## config.mk

```make
export PLATFORM = sky130hd
export DESIGN_NAME = st_selftest_seq
export DESIGN_NICKNAME = d
export VERILOG_FILES = /design/src/rtl/st_pkg.sv /design/src/rtl/st_phase_ctrl.sv /design/src/rtl/st_accum.sv /design/src/rtl/st_judge.sv /design/src/rtl/st_selftest_seq.sv
export SDC_FILE = /design/constraint.sdc
export NUM_CORES = 1
export LEC_CHECK = 0
export CORE_MARGIN = 4
export CORE_UTILIZATION = 63
export DETAILED_ROUTE_END_ITERATION = 8
export PLACE_DENSITY = 0.88
export SETUP_SLACK_MARGIN = 0.5
export SYNTH_ARGS = -nofsm -noshare
export SYNTH_HDL_FRONTEND = slang
export SYNTH_SLANG_ARGS = --single-unit
```

## constraint.sdc

```tcl
create_clock -name clk -period 7 [get_ports clk]
set_input_delay 1.4 -clock clk [delete_from_list [all_inputs] [get_ports clk]]
set_output_delay 1.4 -clock clk [all_outputs]
set_load 0.03 [all_outputs]
```

## src/rtl/st_pkg.sv

```systemverilog
package st_pkg;
  typedef enum logic [3:0] {
    PH_IDLE, PH_SET0, PH_AVGZ1, PH_SETON, PH_AVGON,
    PH_SETOFF, PH_AVGZ2, PH_HOLD, PH_EVAL, PH_DONE
  } st_phase_e;

  typedef enum logic [1:0] {
    FLT_NONE = 2'b00, FLT_OFFSET = 2'b01, FLT_DEFL = 2'b10, FLT_RTZ = 2'b11
  } st_fault_e;
endpackage

```

## src/rtl/st_phase_ctrl.sv

```systemverilog
module st_phase_ctrl
  import st_pkg::*;
#(
  parameter int SETTLE_LEN = 32,
  parameter int AVG_LEN    = 64,
  parameter int TOTAL_LEN  = 1728
) (
  input  logic      clk,
  input  logic      rst_n,
  input  logic      start_go,
  input  logic      smp_vld,
  output st_phase_e phase,
  output logic      take,
  output logic      first_smp,
  output logic      last_smp,
  output logic      eval_now
);
  localparam int HOLD_LEN = TOTAL_LEN - 3 * SETTLE_LEN - 3 * AVG_LEN;
  localparam int CW       = $clog2(TOTAL_LEN + 1);

  logic [CW-1:0] cnt_q;
  logic          counting;

  function automatic logic [CW-1:0] phase_len(st_phase_e p);
    case (p)
      PH_SET0, PH_SETON, PH_SETOFF: phase_len = CW'(SETTLE_LEN);
      PH_AVGZ1, PH_AVGON, PH_AVGZ2: phase_len = CW'(AVG_LEN);
      PH_HOLD:                      phase_len = CW'(HOLD_LEN);
      default:                      phase_len = CW'(1);
    endcase
  endfunction

  function automatic st_phase_e phase_after(st_phase_e p);
    case (p)
      PH_SET0:   phase_after = PH_AVGZ1;
      PH_AVGZ1:  phase_after = PH_SETON;
      PH_SETON:  phase_after = PH_AVGON;
      PH_AVGON:  phase_after = PH_SETOFF;
      PH_SETOFF: phase_after = PH_AVGZ2;
      PH_AVGZ2:  phase_after = PH_HOLD;
      PH_HOLD:   phase_after = PH_EVAL;
      default:   phase_after = PH_DONE;
    endcase
  endfunction

  assign counting  = (phase == PH_SET0) || (phase == PH_AVGZ1) || (phase == PH_SETON) ||
                     (phase == PH_AVGON) || (phase == PH_SETOFF) || (phase == PH_AVGZ2) ||
                     (phase == PH_HOLD);
  assign take      = smp_vld && counting;
  assign first_smp = take && (cnt_q == '0);
  assign last_smp  = take && (cnt_q == phase_len(phase) - CW'(1));
  assign eval_now  = (phase == PH_EVAL);

  always_ff @(posedge clk or negedge rst_n) begin
    if (!rst_n) begin
      phase <= PH_IDLE;
      cnt_q <= '0;
    end else if (start_go) begin
      phase <= PH_SET0;
      cnt_q <= '0;
    end else if (eval_now) begin
      phase <= PH_DONE;
    end else if (take) begin
      if (last_smp) begin
        phase <= phase_after(phase);
        cnt_q <= '0;
      end else begin
        cnt_q <= cnt_q + CW'(1);
      end
    end
  end

  // the sample index never leaves the window of its phase
  assert_cnt_bound_R3: assert property (@(posedge clk) disable iff (!rst_n)
    counting |-> (cnt_q < phase_len(phase)));
endmodule

```

## src/rtl/st_accum.sv

```systemverilog
module st_accum #(
  parameter int SW       = 10,
  parameter int LOG2_AVG = 6,
  parameter int NSLOT    = 3
) (
  input  logic                 clk,
  input  logic                 rst_n,
  input  logic                 add,
  input  logic                 first_smp,
  input  logic                 last_smp,
  input  logic [1:0]           slot,
  input  logic signed [SW-1:0] smp,
  output logic signed [SW-1:0] avg [NSLOT]
);
  localparam int AW = SW + LOG2_AVG;

  logic signed [AW-1:0] acc_q, acc_nx, mean_full;

  // floor of the mean: arithmetic shift of the running sum
  function automatic logic signed [SW-1:0] floor_mean(logic signed [AW-1:0] s);
    logic signed [AW-1:0] sh;
    sh = s >>> LOG2_AVG;
    return sh[SW-1:0];
  endfunction

  assign acc_nx    = (first_smp ? AW'(0) : acc_q) + {{LOG2_AVG{smp[SW-1]}}, smp};
  assign mean_full = acc_nx;

  always_ff @(posedge clk or negedge rst_n) begin
    if (!rst_n)   acc_q <= '0;
    else if (add) acc_q <= acc_nx;
  end

  for (genvar g = 0; g < NSLOT; g++) begin : g_slot
    always_ff @(posedge clk or negedge rst_n) begin
      if (!rst_n)                                   avg[g] <= '0;
      else if (add && last_smp && (slot == 2'(g))) avg[g] <= floor_mean(mean_full);
    end
  end

  // an averaging sample always addresses an existing result slot
  assert_slot_valid_R4: assert property (@(posedge clk) disable iff (!rst_n)
    add |-> (int'(slot) < NSLOT));
endmodule

```

## src/rtl/st_judge.sv

```systemverilog
module st_judge
  import st_pkg::*;
#(
  parameter int SW      = 10,
  parameter int RTZ_LIM = 4
) (
  input  logic signed [SW-1:0] zero_a,
  input  logic signed [SW-1:0] stim_avg,
  input  logic signed [SW-1:0] zero_b,
  input  logic signed [SW-1:0] off_lo,
  input  logic signed [SW-1:0] off_hi,
  input  logic signed [SW:0]   dfl_lo,
  input  logic signed [SW:0]   dfl_hi,
  output st_fault_e            verdict
);
  logic signed [SW:0] defl, drift;

  function automatic logic signed [SW:0] widen_sub(logic signed [SW-1:0] a, logic signed [SW-1:0] b);
    return {a[SW-1], a} - {b[SW-1], b};
  endfunction

  function automatic logic in_window(logic signed [SW:0] v, logic signed [SW:0] lo, logic signed [SW:0] hi);
    return (v >= lo) && (v <= hi);
  endfunction

  function automatic logic small_drift(logic signed [SW:0] d);
    return (d < (SW+1)'(RTZ_LIM)) && (d > -(SW+1)'(RTZ_LIM));
  endfunction

  assign defl  = widen_sub(stim_avg, zero_a);
  assign drift = widen_sub(zero_a, zero_b);

  always_comb begin
    if (!in_window({zero_a[SW-1], zero_a}, {off_lo[SW-1], off_lo}, {off_hi[SW-1], off_hi}))
      verdict = FLT_OFFSET;
    else if (!in_window(defl, dfl_lo, dfl_hi))
      verdict = FLT_DEFL;
    else if (!small_drift(drift))
      verdict = FLT_RTZ;
    else
      verdict = FLT_NONE;
  end
endmodule

```

## src/rtl/st_selftest_seq.sv

```systemverilog
module st_selftest_seq
  import st_pkg::*;
#(
  parameter int SW         = 10,
  parameter int LOG2_AVG   = 6,
  parameter int SETTLE_LEN = 32,
  parameter int TOTAL_LEN  = 1728,
  parameter int RTZ_LIM    = 4
) (
  input  logic                 clk,
  input  logic                 rst_n,
  input  logic                 start,
  input  logic                 smp_vld,
  input  logic signed [SW-1:0] smp,
  input  logic signed [SW-1:0] off_lo,
  input  logic signed [SW-1:0] off_hi,
  input  logic signed [SW:0]   dfl_lo,
  input  logic signed [SW:0]   dfl_hi,
  output logic                 stim_on,
  output logic                 run_done,
  output logic                 run_pass,
  output logic [1:0]           fault_code
);
  localparam int AVG_LEN = 1 << LOG2_AVG;
  localparam int RCW     = $clog2(TOTAL_LEN + 2);

  st_phase_e          phase;
  logic               take, first_smp, last_smp, eval_now;
  logic               start_go, avg_add;
  logic [1:0]         slot;
  logic signed [SW-1:0] avg [3];
  st_fault_e          verdict;

  assign start_go = start && (fault_code == 2'b00) && ((phase == PH_IDLE) || (phase == PH_DONE));
  assign avg_add  = take && ((phase == PH_AVGZ1) || (phase == PH_AVGON) || (phase == PH_AVGZ2));
  assign slot     = (phase == PH_AVGON) ? 2'd1 : (phase == PH_AVGZ2) ? 2'd2 : 2'd0;
  assign stim_on  = (phase == PH_SETON) || (phase == PH_AVGON);

  st_phase_ctrl #(.SETTLE_LEN(SETTLE_LEN), .AVG_LEN(AVG_LEN), .TOTAL_LEN(TOTAL_LEN)) u_ctrl (
    .clk(clk), .rst_n(rst_n), .start_go(start_go), .smp_vld(smp_vld), .phase(phase),
    .take(take), .first_smp(first_smp), .last_smp(last_smp), .eval_now(eval_now)
  );

  st_accum #(.SW(SW), .LOG2_AVG(LOG2_AVG), .NSLOT(3)) u_accum (
    .clk(clk), .rst_n(rst_n), .add(avg_add), .first_smp(first_smp), .last_smp(last_smp),
    .slot(slot), .smp(smp), .avg(avg)
  );

  st_judge #(.SW(SW), .RTZ_LIM(RTZ_LIM)) u_judge (
    .zero_a(avg[0]), .stim_avg(avg[1]), .zero_b(avg[2]), .off_lo(off_lo), .off_hi(off_hi),
    .dfl_lo(dfl_lo), .dfl_hi(dfl_hi), .verdict(verdict)
  );

  always_ff @(posedge clk or negedge rst_n) begin
    if (!rst_n) begin
      run_done   <= 1'b0;
      run_pass   <= 1'b0;
      fault_code <= 2'b00;
    end else if (start_go) begin
      run_done <= 1'b0;
      run_pass <= 1'b0;
    end else if (eval_now) begin
      run_done   <= 1'b1;
      run_pass   <= (verdict == FLT_NONE);
      fault_code <= verdict;
    end
  end

  // run-length checker: strobes from acceptance to evaluation
  logic           chk_run;
  logic [RCW-1:0] chk_cnt;
  always_ff @(posedge clk or negedge rst_n) begin
    if (!rst_n) begin
      chk_run <= 1'b0;
      chk_cnt <= '0;
    end else if (start_go) begin
      chk_run <= 1'b1;
      chk_cnt <= '0;
    end else if (eval_now) begin
      chk_run <= 1'b0;
    end else if (chk_run && smp_vld) begin
      chk_cnt <= chk_cnt + RCW'(1);
    end
  end

  assert_run_length_R3: assert property (@(posedge clk) disable iff (!rst_n)
    $rose(run_done) |-> (chk_cnt == RCW'(TOTAL_LEN)));
  assert_stim_quiet_R3: assert property (@(posedge clk) disable iff (!rst_n)
    run_done |-> !stim_on);
  assert_pass_clean_R9: assert property (@(posedge clk) disable iff (!rst_n)
    run_pass |-> (run_done && (fault_code == 2'b00)));
  assert_fault_latch_R10: assert property (@(posedge clk) disable iff (!rst_n)
    (fault_code != 2'b00) |=> ((fault_code == $past(fault_code)) && run_done));
endmodule

```

-- After elaboration in Yosys (flattened, before gate mapping)
Cells that the tools add are included.
- flip-flop bits (word level): 65
- input bits: 56
- output and inout bits: 5
- equal/unequal tests: 13
- bitwise operators: 1
- muxes and demuxes: 20
- $lt $le $gt $ge: 6
- add/subtract/negate cells: 5
- reductions and logical operators: 37
- operator list (operator ; number):
    $mux 11 ; 4
    $pmux 11 s3 ; 1
    $pmux 4 s7 ; 1
    $sub 10x10->11 ; 2
    $add 16x16->16 ; 1
    $eq 4x3->1 const B ; 4
    $mux 16 ; 1
    $mux 4 ; 4
    $logic_and 1x1->1 ; 13
    $add 11x1->11 const B ; 1
    $eq 11x11->1 ; 1
    $ge 11x11->1 ; 1
    $gt 11x3->1 const B ; 1
    $le 11x11->1 ; 1
    $logic_not 11->1 ; 1
    $lt 11x4->1 const B ; 1
    $sub 11x1->11 const B ; 1
    $ge 10x10->1 ; 1
    $le 10x10->1 ; 1
    $logic_or 1x1->1 ; 10
    $mux 2 ; 5
    $eq 4x2->1 const B ; 2
    $eq 4x4->1 const B ; 2
    $logic_not 2->1 ; 3
    11 further kinds ; 19

-- Depth between registers and ports, before layout
- depth after elaboration: 13
- gate-level depth with buffers: 20

-- Hierarchy
Synthesis repeated with hierarchy kept, for this count alone.
- cell total of the unflattened synthesis: 696
- area, all modules: 6014.5 um^2
- modules (own cells, without submodules) (module ; cells each ; area each (um^2) ; seq. area each (um^2) ; times used):
    st_accum ; 280 ; 2706.3 ; 1151.1 ; 1
    st_judge ; 285 ; 2078.2 ; 0.0 ; 1
    st_phase_ctrl ; 103 ; 1002.2 ; 375.4 ; 1
    st_selftest_seq ; 28 ; 227.7 ; 100.1 ; 1

-- Worst setup path after synthesis
No wires, ideal clock.
- kind: input to register
- start: input smp_vld
- end: register u_accum.avg[19] (netlist bit)
- stages: 14
- path slack: 2462 ps
- required time: 6865 ps
- arrival: 4402 ps
- cells stage by stage: nor2b_1 -> nor4b_2 -> and4_1 -> clkbuf_1 -> nor2b_1 -> ha_1 -> a21o_1 -> a21o_1 -> a2111o_1 -> a31o_2 -> o21a_1 -> nor2_2 -> xnor2_1 -> mux2i_1
- cells in the longest elaborated chain, start to end: 4
- elaborated cells between the ends (all ways): 8
- ends and longest elaborated chain (what ; RTL line ; RTL):
    start: declaration ; st_selftest_seq.sv:13 ; input logic smp_vld,
    $logic_and 1x1->1 (*) ; st_phase_ctrl.sv:49 ; assign take = smp_vld && counting;
    $logic_and 1x1->1, on equally long branches ; st_phase_ctrl.sv:50, st_selftest_seq.sv:35, st_phase_ctrl.sv:51 ;
    $mux 16 / $logic_and 1x1->1 (equally long branches) ; st_accum.sv:26, st_accum.sv:37 ;
    $add 16x16->16 / $logic_and 1x1->1 (equally long branches) ; st_accum.sv:26, st_accum.sv:37 ;
    end signal: indexed assignment ; st_accum.sv:37 ; else if (add && last_smp && (slot == 2'(g))) avg[g] <= floor_mean(mean_full);
    end: declaration ; st_accum.sv:13 ; output logic signed [SW-1:0] avg [NSLOT]
Every way passes the cells marked *; elsewhere a longest branch is shown, timed or not.
A chain may end at the register's enable or synchronous reset.

-- Worst setup path in the final report
- start: input smp_vld
- end: register u_accum.avg[28] (netlist bit)
The elaborated chain is that of the path after synthesis.

==> results.md <==
- After synthesis, the netlist uses 66 different library cells.
- The number of clock buffers inserted by TritonCTS is 9.
- The worst-case headroom to the max-slew limit is a little over a third.
- The run finished with clean final reports.
- The post-cts sizing count is 0.
- Traced cell by cell, the critical path runs through clkdlybuf4s50_1 > nor2b_1 > nor4b_2 > and4_1 > nor2b_1 > ha_1 > fa_1 > a21o_1 > a211oi_2 > o41a_2 > nand2b_1 > a21boi_1 > o41ai_2 > xor2_1 > o21ai_0.
- The count of flip-flops with a built-in enable after synthesis is 0.
- The max-slew violation total from the final report is 0.
- Before CTS, the worst setup slack after placement is roughly 1.3 ns.
- The number of nets still failing antenna checks after routing is 0.
- Setup repair after global routing left no endpoint under its margin.
- The largest driver fanout on the critical path is 16.
- The synthesis warning total is 0.
- The number of global-route vias before repair is 5067.
- Entering global routing, the biggest net connects between 60 and 70 pins.
- The setup slack after layout is between 1.5 and 2 ns.
- The average via count per standard cell is between 6 and 7.
- For this run, the detailed router's first-pass iteration total came to 5.
- The estimated wirelength of the detail-placed design is between 10000 and 15000 um.
- The number of buffers and inverters on the critical path is 1.
- Summed over all cells, the static leakage comes to between 0.003 and 0.004 uW.
- Once the floorplan was initialized, standard cells occupied 64.5% of the core.
- The number of cells in the finished layout apart from fillers is about 840.
- The delay of the slowest cell on the worst path is 0.67 ns.
- The tightest min-delay check is of the register to register type.
- The clock passes through at most 2 buffers.
- After global routing the overflow that remains totals 0.
- The width of the chip is 102 um.
- The repair_antennas step left the layout with diodes totalling 0.
- The data required time at the worst endpoint is roughly 7.2 ns.
- The fmax is about 0.18 GHz.
- The minimum clock period after layout is 5.45 ns.
- During placement, the flow inserted port buffers numbering 60.
- The floorplan has 34 rows.
- The peak supply drop is between 200 and 250 uV.
- At the end of routability-driven placement, the weighted congestion stood at around 0.89.
- The number of hold buffers added after cts is 0.
- The per-instance average area after synthesis is about 8.3 um^2.
- The async set-reset flop share out of synthesis is 100%.
- The sequential fraction of the synthesis area is slightly below 30%.
- The region available for standard cell placement spans approximately 8700 um^2.
- By instance count, the cell type seen most on the critical path is sky130_fd_sc_hd__nor2b_1.
- The most common cell in the synthesized netlist is sky130_fd_sc_hd__inv_1.
- The area growth from synthesis to layout is 15.3%.
- The post-CTS setup repair buffer count is 0.
- The vias after detailed routing is between 5k and 6k.
- The die is between 100 and 150 um tall.
- TritonCTS built the clock tree.
- The clock net in this run drives a total of 65 sinks.
- The final non-filler cell area is roughly 6500 um^2.
- After detailed routing, the average wire length per cell comes to 16.4 um.
- The max-cap violation count is 0.
- The worst setup path is captured at a register.
- The number of nets in the layout is ~870.
- When the netlist entered floorplanning its net count stood at between 800 and 900.
- The setup clock skew after layout is around 0.011 ns.
- The number of antenna violations at the first check in global routing came to 0.
- The library cell with the largest summed area after synthesis is sky130_fd_sc_hd__dfrtp_1.
- After the first detailed-routing iteration, the DRC count stood at around 390.
- The post-route DRC violation count is 0.
- STA puts the critical path data arrival time at roughly 5.6 ns.
- The die covers roughly 10000 um^2.
- After detailed routing, the total wire length is 13800 um.
- The slowest stage of the critical path belongs to the cell sky130_fd_sc_hd__and4_1.
- In the post-synthesis netlist, the biggest area contributors are sky130_fd_sc_hd__dfrtp_1 (29%), sky130_fd_sc_hd__ha_1 (18%), sky130_fd_sc_hd__o21ai_0 (6.4%).
- The main flop type after synthesis is sky130_fd_sc_hd__dfrtp_1.
- The worst setup path category is primary input to register.
- The root buffer selected by CTS is sky130_fd_sc_hd__clkbuf_8.
- The period utilization is ~78%.
- After synthesis, the most frequently instantiated cells are sky130_fd_sc_hd__inv_1 (81), sky130_fd_sc_hd__ha_1 (79), sky130_fd_sc_hd__nand2_1 (74), sky130_fd_sc_hd__o21ai_0 (72), sky130_fd_sc_hd__dfrtp_1 (65).
- Setup violations remaining at the end of the flow were counted as 0.
- The clock latency on the worst-skew pair is ~0.35 ns.
- Among cell families on the critical path, the largest total delay comes from simple AND/OR/NAND/NOR gates.
- The top cell type's share of synthesized area is between 20 and 30%.
- The worst setup path is launched from a primary input.
- At the pin with the least slew margin, the transition time is 0.965 ns.
- The setup TNS after final layout is 0 ns.
- The top-level port count is about 60.
- The cell count after placement is 827.
- The placed instance area is between 6000 and 7000 um^2.
- The final count of hold timing violations is 0.
- The power per standard cell area is 275 nW/um^2.
- The CTS H-tree depth is 3.
- The first global-routing pass estimated roughly 23000 um of wire.
- The number of cells produced by synthesis is just under 700.
- The share of post-route cells with drive strength above 1 is slightly above 5%.
- The synthesized design contains 65 register bits.
- The synthesized area is 5600 um^2.
- Clock-pin slew was measured on the worst setup and hold paths at about 0.07 ns.
- The total routing usage reported by global routing is a little over a quarter.
path summary, 6_finish.rpt:
check                                         startpoint                            end  slack (ns)  cells after the start
setup reg to reg             u_ctrl.phase[3]$_DFFE_PN0P_    u_accum.avg[28]$_DFFE_PN0P_        2.53                     14
min in group asynchronous                          rst_n           run_pass$_DFFE_PN0P_        1.22                      2
max in group asynchronous                          rst_n   u_accum.acc_q[4]$_DFFE_PN0P_        5.24                      2
setup / recovery                                 smp_vld    u_accum.avg[28]$_DFFE_PN0P_        1.55                     15
hold reg to reg            u_accum.acc_q[11]$_DFFE_PN0P_  u_accum.acc_q[11]$_DFFE_PN0P_        0.49                      2
hold / removal             u_accum.acc_q[11]$_DFFE_PN0P_  u_accum.acc_q[11]$_DFFE_PN0P_        0.49                      2
layout by cell type, fill, tap and decap left out, types with 4 or more instances in the layout:
cell                              instances
sky130_fd_sc_hd__nor2b_1                 22
sky130_fd_sc_hd__and3_1                   9
sky130_fd_sc_hd__clkdlybuf4s50_1         59
sky130_fd_sc_hd__nand3_1                 14
sky130_fd_sc_hd__a31oi_1                  5
sky130_fd_sc_hd__o21ai_0                 72
sky130_fd_sc_hd__o21a_1                   8
sky130_fd_sc_hd__a21o_1                  10
sky130_fd_sc_hd__o31ai_1                  6
sky130_fd_sc_hd__xnor2_1                 15
sky130_fd_sc_hd__o21ai_1                  4
sky130_fd_sc_hd__or3_1                    4
sky130_fd_sc_hd__xor2_1                  15
sky130_fd_sc_hd__nor2_1                  36
sky130_fd_sc_hd__nand2b_1                10
sky130_fd_sc_hd__inv_1                   81
sky130_fd_sc_hd__clkbuf_8                10
sky130_fd_sc_hd__nor3_1                  15
sky130_fd_sc_hd__o21bai_1                 5
sky130_fd_sc_hd__nor4_1                   4
sky130_fd_sc_hd__nand2_1                 74
sky130_fd_sc_hd__ha_1                    79
sky130_fd_sc_hd__dfrtp_1                 65
sky130_fd_sc_hd__nand4_1                 10
sky130_fd_sc_hd__a21oi_1                 36
sky130_fd_sc_hd__mux2_2                   5
per-layer routing:
layer / part of all wire (%) / GRT usage [%] / vias up / routed length [um]
met5: 0 / 0 / - / 0
met4: 3.1 / 11.0 / 0 / 424
met3: 5.5 / 4.51 / 47 / 756
met2: 49 / 47.1 / 178 / 6760
met1: 42 / 33.4 / 2387 / 5810
li1: - / - / 2462 / -
per-stage QoR:
stage	util [%]	hold WS (ns)	total power (uW)
3_3_place_gp	72.3	0.458	1380
6_report	74.4	0.487	1770
5_1_grt	74.4	0.501	1910
2_1_floorplan	-	0.442	1190
4_1_cts	74.4	0.488	1760
3_5_place_dp	72.3	0.468	1440
cell type report:
type,instances,area (um^2)
clock buffers,10,138
flip-flops and latches,65,1630
inverters,81,304
well taps,108,135
multi-input cells,512,3600
fillers,627,2220
clock inverters,4,45.0
repair buffers,61,603
registers in the layout, indices dropped and copies added (netlist names):
| signal | count |
|---|---|
| u_accum.avg | 30 |
| u_ctrl.phase | 4 |
| fault_code | 2 |
| u_accum.acc_q | 16 |
| run_done | 1 |
| u_ctrl.cnt_q | 11 |
| run_pass | 1 |
worst min-delay path: stages (launching register included):
cell and delay, ns:
sky130_fd_sc_hd__dfrtp_1 0.34, sky130_fd_sc_hd__nand2_1 0.04, sky130_fd_sc_hd__o21ai_0 0.07
cells by family (layout without fill, tap and decap cells):
logic type | Yosys count | in the layout | share of synthesized area, %
AO/OA/AOI/OAI | 173 | 173 | 19.0
XOR/XNOR | 30 | 30 | 4.69
adder cells (fa/ha/maj) | 83 | 83 | 18.9
buffers and inverters | 96 | 156 | 6.59
flip-flops | 65 | 65 | 29.1
multiplexers | 6 | 6 | 1.18
AND/OR/NAND/NOR | 220 | 220 | 20.6
report_power, final:
part / switching, uW / internal [uW]
clock network: 143 / 168
registers: 56.3 / 440
logic: 554 / 411
No activity file was read; power rests on OpenSTA's default activity.
